## src/rtl/sc_pkg.sv

```systemverilog
`timescale 1ns/1ps
package sc_pkg;

    typedef enum logic [0:0] {
        ST_WAIT = 1'b0,
        ST_BODY = 1'b1
    } tile_state_e;

    // Destination index after the column-pair exchange; a column with
    // no partner keeps its place.
    function automatic int unsigned swap_dest(int unsigned pos, int unsigned tile);
        int unsigned row;
        int unsigned col;
        row = pos / tile;
        col = pos % tile;
        if ((col | 1) < tile) begin
            col = col ^ 1;
        end
        return row * tile + col;
    endfunction

endpackage

```

## src/rtl/sc_tile_ctrl.sv

```systemverilog
`timescale 1ns/1ps
module sc_tile_ctrl #(
    parameter int PIX_W = 8,
    parameter int TILE  = 3,
    parameter int NTAP  = 3,
    parameter int POS_W = 4
) (
    input  logic                        clk,
    input  logic                        rst_n,
    input  logic                        in_valid,
    input  logic [3*PIX_W-1:0]          chaos_xyz,
    output logic                        tile_first,
    output logic                        ld_valid,
    output logic [POS_W-1:0]            ld_pos,
    output logic [NTAP-1:0][PIX_W-1:0]  w_taps
);
    import sc_pkg::*;

    localparam int NPOS = TILE * TILE;

    tile_state_e        state_q;
    tile_state_e        state_d;
    logic [POS_W-1:0]   idx_q;
    logic               last_pix;

    assign last_pix   = (idx_q == POS_W'(NPOS - 1));
    assign tile_first = (state_q == ST_WAIT);

    // state register
    always_ff @(posedge clk or negedge rst_n) begin
        if (!rst_n) begin
            state_q <= ST_WAIT;
        end else begin
            state_q <= state_d;
        end
    end

    // next-state logic
    always_comb begin
        state_d = state_q;
        unique case (state_q)
            ST_WAIT: begin
                if (in_valid) begin
                    state_d = ST_BODY;
                end
            end
            ST_BODY: begin
                if (in_valid && last_pix) begin
                    state_d = ST_WAIT;
                end
            end
            default: state_d = ST_WAIT;
        endcase
    end

    // outputs: position counter, load strobe, weight latch
    always_ff @(posedge clk or negedge rst_n) begin
        if (!rst_n) begin
            idx_q    <= '0;
            ld_valid <= 1'b0;
            ld_pos   <= '0;
            w_taps   <= '0;
        end else begin
            ld_valid <= in_valid;
            if (in_valid) begin
                ld_pos <= idx_q;
                idx_q  <= last_pix ? '0 : idx_q + 1'b1;
                if (tile_first) begin
                    // tap order: y on the newest pixel, then z, then x
                    w_taps[0] <= chaos_xyz[2*PIX_W-1:PIX_W];
                    w_taps[1] <= chaos_xyz[PIX_W-1:0];
                    w_taps[2] <= chaos_xyz[3*PIX_W-1:2*PIX_W];
                end
            end
        end
    end

endmodule

```

## src/rtl/sc_pe.sv

```systemverilog
`timescale 1ns/1ps
module sc_pe #(
    parameter int PIX_W = 8
) (
    input  logic             clk,
    input  logic             rst_n,
    input  logic             shift_en,
    input  logic             zero_ld,
    input  logic [PIX_W-1:0] pix_in,
    input  logic [PIX_W-1:0] weight,
    input  logic [PIX_W-1:0] psum_in,
    output logic [PIX_W-1:0] pix_q,
    output logic [PIX_W-1:0] psum_out
);
    localparam int PROD_W = 2 * PIX_W;

    logic [PROD_W-1:0] prod;

    always_ff @(posedge clk or negedge rst_n) begin
        if (!rst_n) begin
            pix_q <= '0;
        end else if (shift_en) begin
            pix_q <= zero_ld ? '0 : pix_in;
        end
    end

    assign prod     = {{PIX_W{1'b0}}, weight} * {{PIX_W{1'b0}}, pix_q};
    assign psum_out = psum_in + prod[PIX_W-1:0];

endmodule

```

## src/rtl/sc_acc_bank.sv

```systemverilog
`timescale 1ns/1ps
module sc_acc_bank #(
    parameter int PIX_W = 8,
    parameter int TILE  = 3,
    parameter int POS_W = 4
) (
    input  logic             clk,
    input  logic             rst_n,
    input  logic             ld_valid,
    input  logic [POS_W-1:0] ld_pos,
    input  logic [PIX_W-1:0] sum,
    output logic             out_valid,
    output logic [PIX_W-1:0] out_pix,
    output logic [POS_W-1:0] out_pos
);
    localparam int NPOS = TILE * TILE;

    logic [PIX_W-1:0] acc_q [NPOS];
    logic [POS_W-1:0] dest;
    logic [PIX_W-1:0] new_val;

    assign dest    = POS_W'(sc_pkg::swap_dest(32'(ld_pos), TILE));
    assign new_val = acc_q[dest] + sum;

    always_ff @(posedge clk or negedge rst_n) begin
        if (!rst_n) begin
            for (int g = 0; g < NPOS; g++) begin
                acc_q[g] <= '0;
            end
            out_valid <= 1'b0;
            out_pix   <= '0;
            out_pos   <= '0;
        end else begin
            out_valid <= ld_valid;
            if (ld_valid) begin
                for (int g = 0; g < NPOS; g++) begin
                    if (dest == POS_W'(g)) begin
                        acc_q[g] <= new_val;
                    end
                end
                out_pix <= new_val;
                out_pos <= dest;
            end
        end
    end

endmodule

```

## src/rtl/sc_systolic_diffuser.sv

```systemverilog
`timescale 1ns/1ps
module sc_systolic_diffuser #(
    parameter int PIX_W = 8,
    parameter int TILE  = 3
) (
    input  logic                        clk,
    input  logic                        rst_n,
    input  logic                        in_valid,
    input  logic [PIX_W-1:0]            in_pix,
    input  logic [3*PIX_W-1:0]          chaos_xyz,
    output logic                        out_valid,
    output logic [PIX_W-1:0]            out_pix,
    output logic [$clog2(TILE*TILE)-1:0] out_pos
);
    localparam int NTAP  = 3;
    localparam int NPOS  = TILE * TILE;
    localparam int POS_W = $clog2(NPOS);

    logic                        tile_first;
    logic                        ld_valid;
    logic [POS_W-1:0]            ld_pos;
    logic [NTAP-1:0][PIX_W-1:0]  w_taps;
    logic [NTAP-1:0][PIX_W-1:0]  pe_pix;
    logic [NTAP:0][PIX_W-1:0]    psum;

    sc_tile_ctrl #(
        .PIX_W(PIX_W), .TILE(TILE), .NTAP(NTAP), .POS_W(POS_W)
    ) u_ctrl (
        .clk        (clk),
        .rst_n      (rst_n),
        .in_valid   (in_valid),
        .chaos_xyz  (chaos_xyz),
        .tile_first (tile_first),
        .ld_valid   (ld_valid),
        .ld_pos     (ld_pos),
        .w_taps     (w_taps)
    );

    assign psum[0] = '0;

    for (genvar k = 0; k < NTAP; k++) begin : g_pe
        if (k == 0) begin : g_head
            sc_pe #(.PIX_W(PIX_W)) u_pe (
                .clk      (clk),
                .rst_n    (rst_n),
                .shift_en (in_valid),
                .zero_ld  (1'b0),
                .pix_in   (in_pix),
                .weight   (w_taps[k]),
                .psum_in  (psum[k]),
                .pix_q    (pe_pix[k]),
                .psum_out (psum[k+1])
            );
        end else begin : g_body
            sc_pe #(.PIX_W(PIX_W)) u_pe (
                .clk      (clk),
                .rst_n    (rst_n),
                .shift_en (in_valid),
                .zero_ld  (tile_first),
                .pix_in   (pe_pix[k-1]),
                .weight   (w_taps[k]),
                .psum_in  (psum[k]),
                .pix_q    (pe_pix[k]),
                .psum_out (psum[k+1])
            );
        end
    end

    sc_acc_bank #(
        .PIX_W(PIX_W), .TILE(TILE), .POS_W(POS_W)
    ) u_acc (
        .clk       (clk),
        .rst_n     (rst_n),
        .ld_valid  (ld_valid),
        .ld_pos    (ld_pos),
        .sum       (psum[NTAP]),
        .out_valid (out_valid),
        .out_pix   (out_pix),
        .out_pos   (out_pos)
    );

endmodule

```

## config.mk

```make
export PLATFORM = sky130hd
export DESIGN_NAME = sc_systolic_diffuser
export DESIGN_NICKNAME = d
export VERILOG_FILES = /design/src/rtl/sc_pkg.sv /design/src/rtl/sc_tile_ctrl.sv /design/src/rtl/sc_pe.sv /design/src/rtl/sc_acc_bank.sv /design/src/rtl/sc_systolic_diffuser.sv
export SDC_FILE = /design/constraint.sdc
export NUM_CORES = 1
export LEC_CHECK = 0
export BUFFER_PORTS_ARGS = -buffer_cell sky130_fd_sc_hd__buf_4
export CAP_MARGIN = 40
export CORE_ASPECT_RATIO = 1.1
export CORE_MARGIN = 4
export CORE_UTILIZATION = 63
export DETAILED_ROUTE_END_ITERATION = 7
export HOLD_SLACK_MARGIN = 0.05
export PLACE_DENSITY = 0.89
export REMOVE_ABC_BUFFERS = 1
export SYNTH_ARGS = -nofsm -noshare
export SYNTH_HDL_FRONTEND = slang
export SYNTH_HIERARCHICAL = 1
export SYNTH_SLANG_ARGS = --single-unit
```

## constraint.sdc

```tcl
create_clock -name clk -period 10.8 [get_ports clk]
set_input_delay 2.16 -clock clk [delete_from_list [all_inputs] [get_ports clk]]
set_output_delay 2.16 -clock clk [all_outputs]
set_load 0.005 [all_outputs]
```

Word-level counts from Yosys, hierarchy flattened
Index checks and enable logic that the tools add are counted.
{"block": "totals", "out_inout_bits": 13, "mem_bits_rw": 0, "wordCells": 69, "latch_bits": 0, "register_bits": 143, "romBits": 0, "input_bits": 35, "mem_count": 0}
{"block": "classes", "muxes": 10, "n_reduce_logical": 12, "n_bitwise": 3, "div_mod_pow": 2, "add_sub_neg": 5, "order_cmp": 2, "mul": 4, "shifts": 0, "n_eq_ne": 9}
{"op": "$bmux W8 S4", "n": 1}
{"op": "$div A4 B2 Y32 const B", "n": 1}
{"op": "$lt A32 B2 Y1 const B", "n": 1}
{"op": "$mod A4 B2 Y32 const B", "n": 1}
{"op": "$mul A32 B2 Y4 const B", "n": 1}
{"op": "$mux W8", "n": 4}
{"op": "$add A8 B8 Y8", "n": 3}
{"op": "$mul A8 B8 Y8", "n": 3}
{"op": "$reduce_and A2 Y1", "n": 10}
{"op": "$eq A4 B3 Y1 const B", "n": 4}
{"op": "$eq A4 B2 Y1 const B", "n": 2}
{"op": "$eq A4 B4 Y1 const B", "n": 2}
{"op": "$ge A5 B5 Y1 const B", "n": 1}
{"op": "$not A4 Y5", "n": 1}
{"op": "$add A4 B1 Y4 const B", "n": 1}
{"op": "$add A4 B4 Y4", "n": 1}
{"op": "$eq A4 B1 Y1 const B", "n": 1}
{"op": "$logic_not A4 Y1", "n": 1}
{"op": "$mux W4", "n": 1}
{"op": "$mux W1", "n": 3}
{"op": "$not A1 Y1", "n": 2}
{"op": "$pmux W1 S2", "n": 1}
{"op": "$logic_and A1 B1 Y1", "n": 1}

Depth between registers and ports, before layout
Gate-level depths: netlist of run 1.
{"block": "depth", "depth_word": 9, "depth_mapped": 41, "mapped_depth_nobuf": 40}

Cells and area by module
Netlist of run 1, hierarchy kept.
{"mod": "sc_acc_bank", "n_inst": 1, "area_per_inst_um2": 4719.5, "cells_per_inst": 368, "seq_area_each_um2": 2127.0}
{"mod": "sc_pe", "n_inst": 3, "area_per_inst_um2": 1406.3, "cells_per_inst": 161, "seq_area_each_um2": 200.2}
{"mod": "sc_tile_ctrl", "n_inst": 1, "area_per_inst_um2": 1441.4, "cells_per_inst": 91, "seq_area_each_um2": 850.8}
{"mod": "sc_systolic_diffuser", "n_inst": 1, "area_per_inst_um2": 3.8, "cells_per_inst": 1, "seq_area_each_um2": 0.0}

Least setup slack after synthesis of run 1
No wires, ideal clock.
{"block": "synth_path", "path_type": "flip-flop to flip-flop", "start": "reg g_pe[0].g_head.u_pe.pix_q[1]", "end": "reg u_acc/acc_q[47] (netlist name)", "setup_time_ps": 125, "path_slack_ps": 1024, "n_path_buf": 0, "t_required_ps": 10675, "arrival_time_ps": 9651, "path_stages_with_launch": 36, "period_less_slack_ps": 9776, "cell_sequence": "dfrtp_1 -> nand2_1 -> fa_1 -> inv_1 -> fa_1 -> inv_1 -> fa_1 -> fa_1 -> inv_1 -> ha_1 -> xnor2_1 -> inv_1 -> fa_1 -> inv_1 -> fa_1 -> inv_1 -> fa_1 -> fa_1 -> inv_1 -> ha_1 -> xnor2_1 -> inv_1 -> fa_1 -> inv_1 -> fa_1 -> inv_1 -> fa_1 -> fa_1 -> inv_1 -> ha_1 -> xnor2_1 -> ha_1 -> o41ai_1 -> xnor2_1 -> xor2_1 -> mux2_4"}
{"item": "start, declared", "line_no": "sc_pe.sv:12", "rtl": "output logic [PIX_W-1:0] pix_q,"}
{"item": "start signal, assigned", "line_no": "sc_pe.sv:23", "rtl": "pix_q <= zero_ld ? '0 : pix_in;"}
{"item": "end signal, assigned by index", "line_no": "sc_acc_bank.sv:38", "rtl": "acc_q[g] <= new_val;"}
{"item": "end, declared", "line_no": "sc_acc_bank.sv:18", "rtl": "logic [PIX_W-1:0] acc_q [NPOS];"}

==> results.md, run 1 <==
- Mapped Avg Cell Area: 11.0 um^2
- Cell row count: 48
- Yosys cell types: 60
- CP most frequent cell: fa_1
- Final period util: 96.5%
- Hold path endpoint: u_acc/acc_q[7]$_DFFE_PN0P_
- I/O Pins: between 40 and 50
- Met2 WL post-DR: approximately 12000 um
- Max_cap viols: 0
- RR Endpoint: u_acc/acc_q[23]$_DFFE_PN0P_
- Share of cells above drive strength 1: 23.5%
- Total die area: 0.0186 mm^2
- Predominant post-synthesis flop cell: dfrtp_1
- CTS root buf: clkbuf_16
- Top Layer Used: met4
- # H-tree levels: 4
- Post-synth EDFFs: 0
- First DRT Iteration DRCs: ~440
- CP delay by family, top: adder cells
- Final Hold Viols: 0
- CP Capture Type: flop
- Largest net degree at the start of global routing: between 80 and 90
- Clock buffer depth: 2
- WP data required: 11.10 ns
- Slack of the worst reg-to-reg path: ~0.38 ns
- Vias in the first global route: 7847
- DR WL/cell: 18.5 um
- FF+latch count, synth: 143
- CP peak stage delay: 0.57 ns
- Hold path cells: 1
- Final Instance Area: 0.0116 mm^2
- Chip height: 143 um
- Filler instances: about 960
- Post-place instance area: 0.0109 mm^2
- WL met3: 897 um
- Reg area: 0.00358 mm^2
- Setup-failing EPs final: 0
- TritonCTS clock tree: built
- Most common cell after layout, fill and taps aside: inv_1
- CP Max Fanout: 9
- DR pass1 iterations: 5
- Met1 Wirelength: a little under 9000 um
- Nets: 1161
- Worst Reg-to-Reg Cells: 36
- Initial antenna violation count: 0
- Worst Skew: 0.00609 ns
- CTS Buf Count: 17
- Critical path data arrival time: 10.73 ns
- CTS Sinks: 143
- Min-Delay Path Class: reg -> reg
- Seq/Total Area, Yosys: between 30% and 40%
- GRT Util Overall: 25.9%
- Clock slew at reported path FFs: approximately 0.06 ns
- Fin. max-slew vios: 0
- Final HPWL DP: 15100 um
- Antenna diodes: 0
- CTS hold repair buffers: 0
- Global route overflow: 0
- Crit path kind: reg -> reg
- DR vias: 7097
- Skew-Pair Late Insertion Delay: 0.42 ns
- Status: completed
- Peak Freq: 95.9 MHz
- Reg2reg start: u_ctrl/w_taps[0]$_DFFE_PN0P_
- Yosys warns: 6
- Initial Utilization: 65.2%
- First-pass GRT wire length: approximately 38000 um
- Max-slew headroom: about 42%
- Drc violations: 0
- Routed Antenna Nets: 0
- Die W: 130 um
- Vias/cell: 5.85
- Routed WL: ~22000 um
- Synth async-reset ratio: 100%
- P&R area growth vs syn: 11.3%
- Critical Path Slowest Stage Cell: fa_1
- GPL Wtd Cong: 0.875
- Worst slew pin tran: 0.861 ns
- Mapped Area: between 0.01 and 0.015 mm^2
- Worst Hold Launch: u_acc/acc_q[7]$_DFFE_PN0P_
- Crit path buf inv count: 11
- Port Buffer Count: 47
- Min cycle time layout: approximately 10 ns
- Most frequent cells in the layout: inv_1, dfrtp_1, nand2_1, mux2_2, ha_1
- Core Region: 0.0159 mm^2
- Critical path startpoint category: flop
- Cells after synthesis: 943
- Multi-input gate area: 0.00615 mm^2
[sequential cells by signal (all words and copies together) (netlist names), 4 cells and up]
register	cells
u_acc/acc_q	72
u_ctrl/w_taps	24
g_pe.g_body.u_pe/pix_q	16
g_pe.g_head.u_pe/pix_q	8
u_acc/out_pix	8
u_acc/out_pos	4
u_ctrl/idx_q	4
u_ctrl/ld_pos	4
[timing repair]
item	in CTS	in global routing
setup endpoints to repair	0	9
setup buffers	0	1
resized for setup	0	3
[synth_stat cells (10+ instances only)]
master	instances	area [um^2]
nand2_1	88	330
mux2_2	80	901
dfrtp_1	143	3580
clkbuf_1	10	37.5
mux4_2	16	360
a21oi_1	20	100
mux2_4	28	420
xnor2_1	59	517
nand3b_1	25	188
fa_1	58	1160
o21ai_0	36	180
and2_1	38	238
nor2_1	22	82.6
inv_1	143	537
ha_1	66	826
[per-stage QoR]
step	utilization [%]	hold slack, ns	instances	setup TNS (ns)	setup slack [ns]
3_5_place_dp	68.6	0.474	1182	0	0.486
6_report	72.6	0.497	1214	0	0.376
3_3_place_gp	68.5	0.463	1181	0	0.696
2_1_floorplan	-	0.446	929	0	1.02
5_1_grt	72.6	0.511	1214	-0.0200	-0.0131
4_1_cts	72.5	0.487	1213	0	0.261
[worst max path at each step]
| stage | slack, ns | start | cells after the start | to |
|---|---|---|---|---|
| 2_1_floorplan | 1.02 | g_pe[0].g_head.u_pe/pix_q[1]$_DFFE_PN0P_ | 35 | u_acc/acc_q[47]$_DFFE_PN0P_ |
| 3_3_place_gp | 0.70 | g_pe[0].g_head.u_pe/pix_q[1]$_DFFE_PN0P_ | 35 | u_acc/acc_q[31]$_DFFE_PN0P_ |
| 3_5_place_dp | 0.49 | g_pe[0].g_head.u_pe/pix_q[0]$_DFFE_PN0P_ | 35 | u_acc/acc_q[39]$_DFFE_PN0P_ |
| 4_1_cts | 0.26 | g_pe[0].g_head.u_pe/pix_q[0]$_DFFE_PN0P_ | 35 | u_acc/acc_q[23]$_DFFE_PN0P_ |
| 5_1_grt | -0.01 | u_ctrl/w_taps[0]$_DFFE_PN0P_ | 38 | u_acc/acc_q[23]$_DFFE_PN0P_ |
| 6_report | 0.38 | u_ctrl/w_taps[0]$_DFFE_PN0P_ | 36 | u_acc/acc_q[23]$_DFFE_PN0P_ |
[logic make-up (layout without fill, tap and decap cells)]
kind of cell,Yosys count,after routing,synth area share [%]
and+or+nand+nor,215,215,11.3
buffers and inverters,173,229,7.01
DFF,143,143,34.5
muxes,132,132,17.0
adders and majority gates,124,124,19.1
AOI/OAI and AO/OA,87,87,5.36
xor gates and xnor gates,68,68,5.74
other,1,16,0.0361
[per-layer routing]
metal,vias to the layer above,GRT usage [%]
li1,3198,-
met1,3587,32.1
met2,225,43.7
met3,87,4.30
met4,0,13.6
met5,-,0
[final cells by class]
class / instances / area share, %
Multi-Input combinational cell: 642 / 53.2
Sequential cell: 143 / 31.0
Inverter: 144 / 4.68
Clock buffer: 20 / 3.95
Timing Repair Buffer: 54 / 3.65
Tap cell: 200 / 2.17
Clock inverter: 11 / 1.33
Power of run 1 is left out: the tool's default activity adds up to more than one toggle a clock period on the data nets, which glitch-free logic cannot reach.
==> inputs of run 2 (changes only) <==
Settings changed: CORE_MARGIN 4 to not set, RECOVER_POWER set to 50.
Clock period 10.8 ns to 11.9 ns, I/O delays scaled along.
==> results.md, run 2 (synthesis gave the netlist of run 1 again) <==
- Share of cells above drive strength 1: 22.7% (-0.77 points)
- Initial antenna violation count: 0 (unchanged)
- Multi-input gate area: 0.00614 mm^2 (-0.12%)
- CTS hold repair buffers: 0 (unchanged)
- Die W: 124 um (-4.6%)
- Post-layout util: 72.1% (-0.46 points)
- Global route overflow: 0 (unchanged)
- M3 GR Usage: 4.69% (+0.39 points)
- Placement Setup Slack: 1.60 ns (+1.11 ns)
- Largest reg by FF count: u_acc/acc_q
- Most frequent cells in the layout: inv_1, dfrtp_1, nand2_1, mux2_2, ha_1
- Drc violations: 0 (unchanged)
- Routed WL: 22400 um (-0.19%)
- GRT Util Overall: 28.5% (+2.5 points)
- Final period util: 88.4% (-8.1 points)
- Max-slew headroom: -163% (-210 points)
- Largest regs: u_acc/acc_q x72, u_ctrl/w_taps x24, g_pe.g_body.u_pe/pix_q x16
- Chip height: 137 um (-4.2%)
- Reg2reg start: g_pe[0].g_head.u_pe/pix_q[0]$_DFFE_PN0P_
- TNS Setup: 0 ns (unchanged)
- DP Cell Count: 1182 (unchanged)
- Setup repair bufs after CTS: 0 (unchanged)
- CTS root buf: clkbuf_16
- Reg area: 0.00358 mm^2 (about the same)
- RSZ-0062 raised after global routing: false
- Antenna diodes: 0 (unchanged)
- CP startpoint: g_pe[0].g_head.u_pe/pix_q[0]$_DFFE_PN0P_
- Status: complete, but fails checks
- Worst Skew: 0.0120 ns (+0.00587 ns)
- GPL Wtd Cong: 0.851 (-2.8%)
- Worst slew pin tran: 3.95 ns (+3.08 ns)
- GRT met2 Usage: 51.2% (+7.4 points)
- Worst Reg-to-Reg Cells: 37 (+2.8%)
- CTS Sinks: 143 (unchanged)
- Final HPWL DP: 15300 um (+1.3%)
- TritonCTS clock tree: built
- Port Buffer Count: 47 (unchanged)
- Initial Utilization: 65.2% (unchanged)
- DR WL/cell: 18.5 um (-0.10%)
- Nets: 1160 (-0.086%)
- Crit path kind: reg -> reg
- Min cycle time layout: 10.52 ns (+0.0973 ns)
- CP Max Fanout: 10 (+1)
- Critical path startpoint category: flop
- Core Region: 0.0159 mm^2 (unchanged)
- # H-tree levels: 4 (unchanged)
- Total die area: 0.0170 mm^2 (-8.6%)
- Fin cells: 1213 (-0.082%)
- Cell row count: 48 (unchanged)
- Clock slew at reported path FFs: 0.06 ns (about the same)
- First-pass GRT wire length: 37800 um (-0.26%)
- Gr busiest metal: met2
- Setup ws final: 1.38 ns (+1.00 ns)
- Met1 usage: 33.5% (+1.4 points)
- Skew-Pair Late Insertion Delay: 0.43 ns (about the same)
- Fin. max-slew vios: 184 (+184)
- CTS Buf Count: 17 (unchanged)
- Min-Delay Path Class: reg -> reg
- Max FFs per register: 72 (unchanged)
- Failing checks: capacitance limit, slew limit
- Routed Antenna Nets: 0 (unchanged)
- P&R area growth vs syn: 10.5%
- Critical path data arrival time: 10.83 ns (+0.10 ns)
- Clock buffer depth: 2 (unchanged)
- I/O Pins: 48 (unchanged)
- First DRT Iteration DRCs: 420 (-3.7%)
- CP Capture Type: flop
- Final Hold Viols: 0 (unchanged)
- Critical Path Slowest Stage Cell: fa_1
- RR Endpoint: u_acc/acc_q[15]$_DFFE_PN0P_
- Peak Freq: 95.0 MHz (-0.92%)
- Worst Setup EP: u_acc/acc_q[15]$_DFFE_PN0P_
- Max_cap viols: 4 (+4)
- Vias/cell: 5.84 (about the same)
- WP data required: 12.21 ns (+1.11 ns)
- Filler instances: 993 (+3.5%)
- Vias in the first global route: 7643 (-2.6%)
- CP peak stage delay: 0.63 ns (+0.06 ns)
- Largest net degree at the start of global routing: 75 (-14%)
- DR pass1 iterations: 5 (unchanged)
- CTS resizes: 0 (unchanged)
- Setup-failing EPs final: 0 (unchanged)
- DR vias: 7087 (-0.14%)
- Slack of the worst reg-to-reg path: 1.38 ns (+1.00 ns)
-- run 2: cell types whose count changed in the layout (fill, tap and decap cells not counted), sizes merged --
cell | previous run | this run
inv | 148 | 146
clkinvlp | 2 | 5
buf | 54 | 49
bufinv | 3 | 1
clkbuf | 20 | 25
-- run 2: worst max-delay path: cells and delay by family, from the launching register on --
family          cells  cell delay, ns
flops               1            0.54
fa+ha+maj          16            7.01
compound gates      3            0.86
buf+inv            11            0.62
simple gates        1            0.12
mux                 1            0.31
xor+xnor            5            0.94
-- run 2: worst min path at each step --
stage / start / to / cells after the start / slack, ns
floorplan: u_acc/acc_q[7]$_DFFE_PN0P_ / u_acc/acc_q[7]$_DFFE_PN0P_ / 1 / 0.45
global placement: u_acc/acc_q[7]$_DFFE_PN0P_ / u_acc/acc_q[7]$_DFFE_PN0P_ / 1 / 0.46
CTS: u_acc/acc_q[18]$_DFFE_PN0P_ / u_acc/acc_q[18]$_DFFE_PN0P_ / 1 / 0.50
global route: u_acc/acc_q[18]$_DFFE_PN0P_ / u_acc/acc_q[18]$_DFFE_PN0P_ / 1 / 0.51
detailed placement: u_acc/acc_q[18]$_DFFE_PN0P_ / u_acc/acc_q[18]$_DFFE_PN0P_ / 1 / 0.49
finish: u_acc/acc_q[6]$_DFFE_PN0P_ / u_acc/acc_q[6]$_DFFE_PN0P_ / 1 / 0.51
-- run 2: final cells by class --
cell class,count,share of cell area (%)
clock buffers,21,4.10
clock inverters,10,0.894
inverters,144,4.71
multi-input cells,642,53.5
flip-flops and latches,143,31.2
well taps,200,2.18
repair buffers,53,3.44
-- run 2: routing by layer --
metal	wire length (um)	share of wire [%]
met1	8830	39
met2	12000	53
met3	978	4.4
met4	641	2.9
met5	0	0
-- run 2: through the flow --
step | hold WS (ns) | instance area (um^2)
detailed placement | 0.489 | 10900
floorplan | 0.446 | 10300
finish | 0.507 | 11500
global placement | 0.465 | 10900
global route | 0.507 | 11500
CTS | 0.504 | 11500
Power of run 2 is left out for the same reason.
==> inputs of run 3 (changes only) <==
Settings changed: CELL_PAD_IN_SITES_DETAIL_PLACEMENT set to 1, CELL_PAD_IN_SITES_GLOBAL_PLACEMENT set to 1, CORE_UTILIZATION 63 to 51, PLACE_DENSITY 0.89 to 0.9.
==> results.md, run 3 (synthesis gave the netlist of run 1 again) <==
- Min-Delay Path Class: reg -> reg
- Clock buffer depth: 2 (unchanged)
- Min cycle time layout: 10.78 ns (+0.259 ns)
- DR pass1 iterations: 5 (unchanged)
- Placement Setup Slack: 1.40 ns (-0.200 ns)
- Setup-failing EPs final: 0 (unchanged)
- Max_cap viols: 3 (-1)
- Cell row count: 54 (+13%)
- Total die area: 0.0209 mm^2 (+23%)
- Fin. max-slew vios: 172 (-6.5%)
- Critical path data arrival time: 11.10 ns (+0.27 ns)
- Clock slew at reported path FFs: 0.07 ns (about the same)
- Final period util: 90.6% (+2.2 points)
- Global route overflow: 0 (unchanged)
- Share of cells above drive strength 1: 22.9% (+0.15 points)
- Core Region: 0.0199 mm^2 (+25%)
- Largest regs: u_acc/acc_q x72, u_ctrl/w_taps x24, g_pe.g_body.u_pe/pix_q x16
- CTS resizes: 0 (unchanged)
- I/O Pins: 48 (unchanged)
- TritonCTS clock tree: built
- Vias in the first global route: 8333 (+9.0%)
- DR WL/cell: 23.0 um (+25%)
- Most frequent cells in the layout: inv_1, dfrtp_1, nand2_1, mux2_2, ha_1
- Fin cells: 1267 (+4.5%)
- M3 GR Usage: 5.28% (+0.59 points)
- Port Buffer Count: 47 (unchanged)
- Vias/cell: 5.75 (-1.5%)
- Gr busiest metal: met2
- Largest net degree at the start of global routing: 67 (-11%)
- Setup ws final: 1.12 ns (-0.259 ns)
- Initial antenna violation count: 0 (unchanged)
- WP data required: 12.22 ns (about the same)
- Setup repair bufs after CTS: 0 (unchanged)
- CTS root buf: clkbuf_16
- Max-slew headroom: -150% (+13 points)
- First-pass GRT wire length: 46300 um (+22%)
- Final Hold Viols: 0 (unchanged)
- Worst slew pin tran: 3.74 ns (-0.201 ns)
- Antenna diodes: 0 (unchanged)
- CTS Buf Count: 17 (unchanged)
- DP Cell Count: 1235 (+4.5%)
- GRT met2 Usage: 52.4% (+1.2 points)
- Failing checks: capacitance limit, slew limit
- Drc violations: 0 (unchanged)
- P&R area growth vs syn: 11.3%
- RSZ-0062 raised after global routing: false
- CP Capture Type: flop
- Final HPWL DP: 18700 um (+23%)
- Peak Freq: 92.8 MHz (-2.4%)
- Worst Skew: 0.00868 ns (-0.00328 ns)
- GRT Util Overall: 29.0% (+0.56 points)
- Initial Utilization: 52.3% (-13 points)
- Chip height: 152 um (+11%)
- Critical Path Slowest Stage Cell: fa_1
- Met1 usage: 33.0% (-0.46 points)
- Skew-Pair Late Insertion Delay: 0.44 ns (about the same)
- Die W: 138 um (+11%)
- Largest reg by FF count: u_acc/acc_q
- # H-tree levels: 4 (unchanged)
- DR vias: 7288 (+2.8%)
- Nets: 1161 (+0.086%)
- GPL Wtd Cong: 0.805 (-5.4%)
- Status: complete, but fails checks
- First DRT Iteration DRCs: 404 (-3.8%)
- CP Max Fanout: 10 (unchanged)
- CTS Sinks: 143 (unchanged)
- CP peak stage delay: 0.60 ns (-0.03 ns)
- Critical path startpoint category: flop
- Crit path kind: reg -> reg
- Routed WL: 29200 um (+30%)
- Routed Antenna Nets: 0 (unchanged)
- CTS hold repair buffers: 0 (unchanged)
- TNS Setup: 0 ns (unchanged)
- Max FFs per register: 72 (unchanged)
- Worst hold slack: 0.504 ns (-0.00332 ns)
==> run 3: changes by cell type in the layout (fill, tap and decap cells not counted), moves of 2 or more <==
cell        before  now
clkinvlp_4       5    0
clkinv_2         0    2
inv_6            3    5
clkbuf_8         3    0
clkbuf_4         0    8
clkinv_8         0    2
clkinv_4         1    3
buf_4           48   41
inv_8            0    3
clkbuf_1         5    3
==> run 3: through the flow <==
step / util [%] / area (um^2)
floorplan: - / 10300
global placement: 55.2 / 11000
detailed placement: 55.4 / 11000
CTS: 58.3 / 11600
global route: 58.2 / 11600
finish: 58.2 / 11600
==> run 3: final timing paths <==
check,from,to,slack [ns],depth (start not counted)
worst max register to register,g_pe[0].g_head.u_pe/pix_q[0]$_DFFE_PN0P_,u_acc/acc_q[31]$_DFFE_PN0P_,1.12,37
max in group asynchronous,rst_n,u_acc/acc_q[18]$_DFFE_PN0P_,5.17,2
min in group asynchronous,rst_n,u_ctrl/w_taps[15]$_DFFE_PN0P_,3.22,1
worst max-delay path,g_pe[0].g_head.u_pe/pix_q[0]$_DFFE_PN0P_,u_acc/acc_q[31]$_DFFE_PN0P_,1.12,37
worst min register to register,u_acc/acc_q[7]$_DFFE_PN0P_,u_acc/acc_q[7]$_DFFE_PN0P_,0.50,1
worst min-delay path,u_acc/acc_q[7]$_DFFE_PN0P_,u_acc/acc_q[7]$_DFFE_PN0P_,0.50,1
==> run 3: layout make-up <==
class	count	area (um^2)
Clock buffer	17	425
Clock inverter	15	146
Fill cell	2107	8310
Inverter	144	541
Multi-Input combinational cell	642	6130
Sequential cell	143	3580
Tap cell	252	315
Timing Repair Buffer	54	419
==> run 3: worst max-delay path, delay by kind of cell (launching register included) <==
family                     cells  cell delay [ns]
buffers and inverters         11             0.66
muxes                          1             0.34
xor gates and xnor gates       5             1.06
AOI/OAI and AO/OA              3             0.86
DFF                            1             0.53
and+or+nand+nor                1             0.13
adders and majority gates     16             7.05
==> run 3: layer usage <==
layer  vias up  share of wire, %  routed length (um)
met1      3777                38               11200
met2       212                53               15500
met3        99               4.1                1200
li1       3200                 -                   -
met5         -                 0                   0
met4         0               4.2                1230
Power of run 3 is left out for the same reason.
